[config.mk]
export PLATFORM = sky130hd
export DESIGN_NAME = irq_flag_groups
export DESIGN_NICKNAME = d
export VERILOG_FILES = /design/src/rtl/irqf_pkg.sv /design/src/rtl/irqf_flag_bank.sv /design/src/rtl/irqf_group.sv /design/src/rtl/irq_flag_groups.sv
export SDC_FILE = /design/constraint.sdc
export NUM_CORES = 1
export LEC_CHECK = 0
export CORE_MARGIN = 2
export CORE_UTILIZATION = 45
export DETAILED_ROUTE_END_ITERATION = 8
export GPL_TIMING_DRIVEN = 0
export PLACE_DENSITY = 0.67
export SYNTH_ARGS = -nofsm -noshare
export SYNTH_HDL_FRONTEND = slang
export SYNTH_SLANG_ARGS = --single-unit
[constraint.sdc]
create_clock -name clk -period 2.9 [get_ports clk]
set_input_delay 0.58 -clock clk [delete_from_list [all_inputs] [get_ports clk]]
set_output_delay 0.58 -clock clk [all_outputs]
set_load 0.01 [all_outputs]
[src/rtl/irqf_pkg.sv]
package irqf_pkg;
  localparam int GRP_W = 16;

  typedef enum logic [1:0] {
    SEL_FLAG = 2'd0,
    SEL_MASK = 2'd1,
    SEL_REQ  = 2'd2,
    SEL_NONE = 2'd3
  } reg_sel_e;

  // source index -> group (quotient) and bit (remainder)
  function automatic int src_group(input int n);
    return n / GRP_W;
  endfunction

  function automatic int src_bit(input int n);
    return n % GRP_W;
  endfunction
endpackage

[src/rtl/irqf_flag_bank.sv]
module irqf_flag_bank #(
  parameter int W = 16,
  parameter logic [W-1:0] IMPL = '1
) (
  input  logic         clk,
  input  logic         rst_n,
  input  logic [W-1:0] evt,
  input  logic         rd_hit,
  input  logic         wr_hit,
  input  logic [W-1:0] wdata,
  output logic [W-1:0] flags,
  output logic [W-1:0] armed
);
  logic [W-1:0] set_v;
  logic [W-1:0] clr_v;
  logic [W-1:0] seen_v;

  always_comb begin
    set_v  = evt & IMPL;
    clr_v  = (wr_hit ? ~wdata : '0) & armed & flags;
    seen_v = rd_hit ? flags : '0;
  end

  // priority per bit: event > clear > read-arm
  always_ff @(posedge clk or negedge rst_n) begin
    if (!rst_n) begin
      flags <= '0;
      armed <= '0;
    end else begin
      flags <= (set_v | (flags & ~clr_v)) & IMPL;
      armed <= ~set_v & ~clr_v & (armed | seen_v);
    end
  end
endmodule

[src/rtl/irqf_group.sv]
module irqf_group
  import irqf_pkg::*;
#(
  parameter int W = 16,
  parameter logic [W-1:0] IMPL = '1
) (
  input  logic         clk,
  input  logic         rst_n,
  input  logic [W-1:0] evt,
  input  logic         rd_hit,
  input  logic         wr_hit,
  input  reg_sel_e     sel,
  input  logic [W-1:0] wdata,
  output logic [W-1:0] flags,
  output logic [W-1:0] armed,
  output logic [W-1:0] mask,
  output logic [W-1:0] rd_val,
  output logic         irq
);
  logic         flag_rd;
  logic         flag_wr;
  logic         mask_wr;
  logic [W-1:0] req;

  assign flag_rd = rd_hit && (sel == SEL_FLAG);
  assign flag_wr = wr_hit && (sel == SEL_FLAG);
  assign mask_wr = wr_hit && (sel == SEL_MASK);

  irqf_flag_bank #(.W(W), .IMPL(IMPL)) u_bank (
    .clk    (clk),
    .rst_n  (rst_n),
    .evt    (evt),
    .rd_hit (flag_rd),
    .wr_hit (flag_wr),
    .wdata  (wdata),
    .flags  (flags),
    .armed  (armed)
  );

  always_ff @(posedge clk or negedge rst_n) begin
    if (!rst_n) mask <= '0;
    else if (mask_wr) mask <= wdata;
  end

  assign req = flags & mask;

  always_ff @(posedge clk or negedge rst_n) begin
    if (!rst_n) irq <= 1'b0;
    else        irq <= |req;
  end

  always_comb begin
    unique case (sel)
      SEL_FLAG: rd_val = flags;
      SEL_MASK: rd_val = mask;
      SEL_REQ:  rd_val = req;
      default:  rd_val = '0;
    endcase
  end
endmodule

[src/rtl/irq_flag_groups.sv]
module irq_flag_groups
  import irqf_pkg::*;
#(
  parameter int NUM_GROUPS = 2,
  parameter int GW = irqf_pkg::GRP_W,
  parameter logic [NUM_GROUPS*GW-1:0] IMPL_MASK =
    ~((NUM_GROUPS*GW)'(1) | ((NUM_GROUPS*GW)'(1) << (GW-1))),
  localparam int NSRC   = NUM_GROUPS * GW,
  localparam int GSEL_W = (NUM_GROUPS > 1) ? $clog2(NUM_GROUPS) : 1,
  localparam int ADDR_W = GSEL_W + 2
) (
  input  logic                  clk,
  input  logic                  rst_n,
  input  logic [NSRC-1:0]       evt_i,
  input  logic                  rd_en,
  input  logic                  wr_en,
  input  logic [ADDR_W-1:0]     addr,
  input  logic [GW-1:0]         wdata,
  output logic [GW-1:0]         rdata,
  output logic [NUM_GROUPS-1:0] irq_o
);
  logic [GSEL_W-1:0] grp_idx;
  reg_sel_e          sel;
  logic [GW-1:0]     grp_evt [NUM_GROUPS];
  logic [GW-1:0]     grp_rd  [NUM_GROUPS];
  logic [GW-1:0]     rd_mux;
  // flattened state for the checker
  logic [NSRC-1:0]   st_all;
  logic [NSRC-1:0]   arm_all;
  logic [NSRC-1:0]   en_all;

  assign grp_idx = addr[ADDR_W-1:2];
  assign sel     = reg_sel_e'(addr[1:0]);

  always_comb begin
    for (int g = 0; g < NUM_GROUPS; g++) grp_evt[g] = '0;
    for (int n = 0; n < NSRC; n++) grp_evt[src_group(n)][src_bit(n)] = evt_i[n];
  end

  for (genvar g = 0; g < NUM_GROUPS; g++) begin : g_grp
    logic hit;
    assign hit = (grp_idx == GSEL_W'(g));

    irqf_group #(.W(GW), .IMPL(IMPL_MASK[g*GW +: GW])) u_grp (
      .clk    (clk),
      .rst_n  (rst_n),
      .evt    (grp_evt[g]),
      .rd_hit (rd_en && hit),
      .wr_hit (wr_en && hit),
      .sel    (sel),
      .wdata  (wdata),
      .flags  (st_all[g*GW +: GW]),
      .armed  (arm_all[g*GW +: GW]),
      .mask   (en_all[g*GW +: GW]),
      .rd_val (grp_rd[g]),
      .irq    (irq_o[g])
    );
  end

  always_comb begin
    rd_mux = '0;
    for (int g = 0; g < NUM_GROUPS; g++)
      if (grp_idx == GSEL_W'(g)) rd_mux = grp_rd[g];
  end

  always_ff @(posedge clk or negedge rst_n) begin
    if (!rst_n)     rdata <= '0;
    else if (rd_en) rdata <= rd_mux;
  end
endmodule

==> flow_summary.json <==
{
  "grt-ovfl-total": 0,
  "switching_power_w": 0.00104,
  "cts_tree": "done",
  "htreeDepth": 3,
  "seqPwrFrac_pct": 49.7,
  "drtAntennaViolNets": 0,
  "num_vias": 4569,
  "status": "finished, final reports clean",
  "antenna_found_initial": 0,
  "syn_inst": 510,
  "clock_power_share_pct": 33.1,
  "multi_input_area_um2": 2450,
  "grt_usage_pct": 25.2,
  "comb_power_share_pct": 17.2,
  "tightestPinTransition_ns": 0.852,
  "diodes": 0,
  "globalRouteMet2Util_pct": 40.8,
  "synth_common_cells": "110 x dfrtp_1, 34 x inv_1, 32 x nand2_1, 30 x a21o_1, 29 x nand2b_1",
  "drt-total-wl_mm": 15.7,
  "initial_utilization_pct": 46.0,
  "hold_path_class": "input port to asynchronous set/reset pin",
  "rows": 40,
  "post-place-ws_ns": 0.0843,
  "grt_pass1_wl_mm": 25.0,
  "hold_buffers": 0,
  "max_slew_margin_pct": 43.2,
  "p_int_w": 0.00260,
  "ir_drop_uv": 308,
  "root_buffer": "clkbuf_16",
  "nFillCells": 1052,
  "ff2ff_path_depth": 3,
  "syn_avg_cell_area_um2": 10.8,
  "dieArea_um2": 13100,
  "crit_arrival_ns": 2.71,
  "clockBufferDepth": 2,
  "hold_viol_final": 0,
  "final_nets": 647,
  "synth_cell_types": 38,
  "hold_ws_ns": 0.246,
  "busiest_layer": "met2",
  "synth_nets": 565,
  "rsz0062_at_grt": "false",
  "regArea_um2": 2750,
  "required_ns": 3.16,
  "route.detailed.drc": 0,
  "ys_top_cells_by_area": "dfrtp_1 50%, a21o_1 4.1%, mux2_2 3.9%",
  "viasPerCell": 6.14,
  "drive_gt1_share_pct": 13.1,
  "worstSetupStartpoint": "addr[1]",
  "ys.flop_type": "dfrtp_1",
  "grt_pass1_vias": 4561,
  "final.setup.worst_slack_ns": 0.447,
  "synth_area_um2": 5510,
  "synth-seq-area-share_pct": 50.0,
  "finClkSkew_ns": 0.00925,
  "drtPass1Iterations": 5,
  "yosysTopAreaCell": "dfrtp_1",
  "crit_fanout": 10,
  "cp-end-kind": "register",
  "hpwl_mm": 11.1,
  "switching_share_pct": 28.6,
  "clk_pin_slew_ns": 0.08,
  "netlist.area_leader.share_pct": 50.0,
  "wire_per_inst_um": 21.1,
  "synth_edf_count": 0,
  "die_w_um": 115,
  "period_minus_slack_ns": 2.45,
  "async_flop_share_pct": 100,
  "yosys_warnings": 0,
  "cts_setup_buffers": 0,
  "p_per_area_nw_per_um2": 544,
  "use_met1_pct": 34.0,
  "maxSlewViolCount": 0,
  "critical_path_class": "input port to register",
  "place_congestion": 0.891,
  "die_height_um": 115,
  "cts_sinks": 110,
  "p_leak_nw": 2.73,
  "max_freq_mhz": 408,
  "cap_violations": 0,
  "clk_latency_ns": 0.36,
  "ctsResizeCount": 0,
  "yosysMostFrequentCell": "dfrtp_1",
  "r2r-start": "g_grp[1].u_grp.u_bank.flags[3]",
  "synth-seq-cells": 110,
  "grt_start_max_net_pins": 63,
  "startpoint_type": "input port",
  "cts_buffers": 9,
  "area_growth_pct": 21.6,
  "post-route-period-util_pct": 84.6,
  "grt_util_met3_pct": 5.93,
  "drtIter0Drc": 403,
  "boundaryPins": 73,
  "portBuffers": 70,
  "setup_viol": 0,
  "core_area_um2": 12000
}
==> state kept, by name, summed over array words and instances (netlist names) <==
name,count
g_grp.u_grp.u_bank.flags,30
g_grp.u_grp.irq,2
g_grp.u_grp.u_bank.armed,30
rdata,16
g_grp.u_grp.mask,32
==> cells by family after synthesis <==
kind of cell,share of synthesized area [%]
AO/OA/AOI/OAI,24.7
AND/OR/NAND/NOR,15.9
flip-flops,50.0
buffers and inverters,5.57
multiplexers,3.89
==> final cells by class <==
class	count	share of cell area (%)
sequential	110	41.1
multi-input combinational	333	36.5
timing repair buffer	71	10.8
clock buffer	9	3.36
tap	147	2.75
buffer	33	2.67
inverter	34	1.91
clock inverter	7	0.822
==> per-stage QoR <==
stage	cells	cell area (um^2)	util (%)	setup TNS (ns)	power (W)
after floorplan	510	5510	-	0	0.00213
after global placement	727	6390	53.4	-327.78	0.00244
after detailed placement	728	6420	53.6	0	0.00246
after CTS	744	6700	56.0	0	0.00366
after global routing	744	6700	56.0	0	0.00379
final	744	6700	56.0	0	0.00364
==> worst max-delay path, stage by stage <==
cell and delay (ns):
clkdlybuf4s50_1 0.56, nand4bb_1 0.15, clkbuf_1 0.32, clkbuf_1 0.69, nor2_1 0.09, a311oi_1 0.31
==> metal layers <==
| metal | up-vias | routed length (um) |
|---|---|---|
| li1 | 2068 | - |
| met1 | 2309 | 6920 |
| met2 | 162 | 7450 |
| met3 | 30 | 1020 |
| met4 | 0 | 289 |
| met5 | - | 0 |
==> worst paths after layout <==
| path | end | slack (ns) |
|---|---|---|
| max in group asynchronous | g_grp[0].u_grp.mask[13] | 1.92 |
| min in group clk | g_grp[1].u_grp.u_bank.armed[7] | 0.49 |
| worst max register to register | g_grp[1].u_grp.irq | 1.56 |
| worst min-delay path | g_grp[0].u_grp.u_bank.armed[14] | 0.25 |
| worst max-delay path | g_grp[1].u_grp.u_bank.armed[12] | 0.45 |
| worst min register to register | g_grp[1].u_grp.u_bank.armed[7] | 0.49 |
==> power groups by stage <==
stage	logic (W)	clock network [W]	registers, W
after floorplan	0.000328	0	0.00180
after global placement	0.000604	0	0.00183
after detailed placement	0.000625	0	0.00184
after CTS	0.000627	0.00123	0.00181
after global routing	0.000685	0.00128	0.00183
final	0.000626	0.00121	0.00181
==> placed cells by master, fill, tap and decap left out, drive strengths merged, types with 5 or more instances in the layout <==
master / netlist / final
clkbuf: 16 / 25
and3b: 13 / 13
clkdlybuf4s50: 0 / 69
a31oi: 14 / 14
nand3: 27 / 27
nand2: 32 / 32
a221oi: 6 / 6
a21o: 30 / 30
inv: 34 / 38
a21oi: 31 / 31
a311oi: 14 / 14
o221ai: 14 / 14
buf: 17 / 19
dfrtp: 110 / 110
nand3b: 19 / 19
a22o: 5 / 5
mux2: 19 / 19
a32oi: 15 / 15
o31ai: 17 / 17
nand2b: 29 / 29
nor2: 15 / 15
o21ai: 14 / 14
a22oi: 5 / 5
No activity file was read; power rests on OpenSTA's default activity.
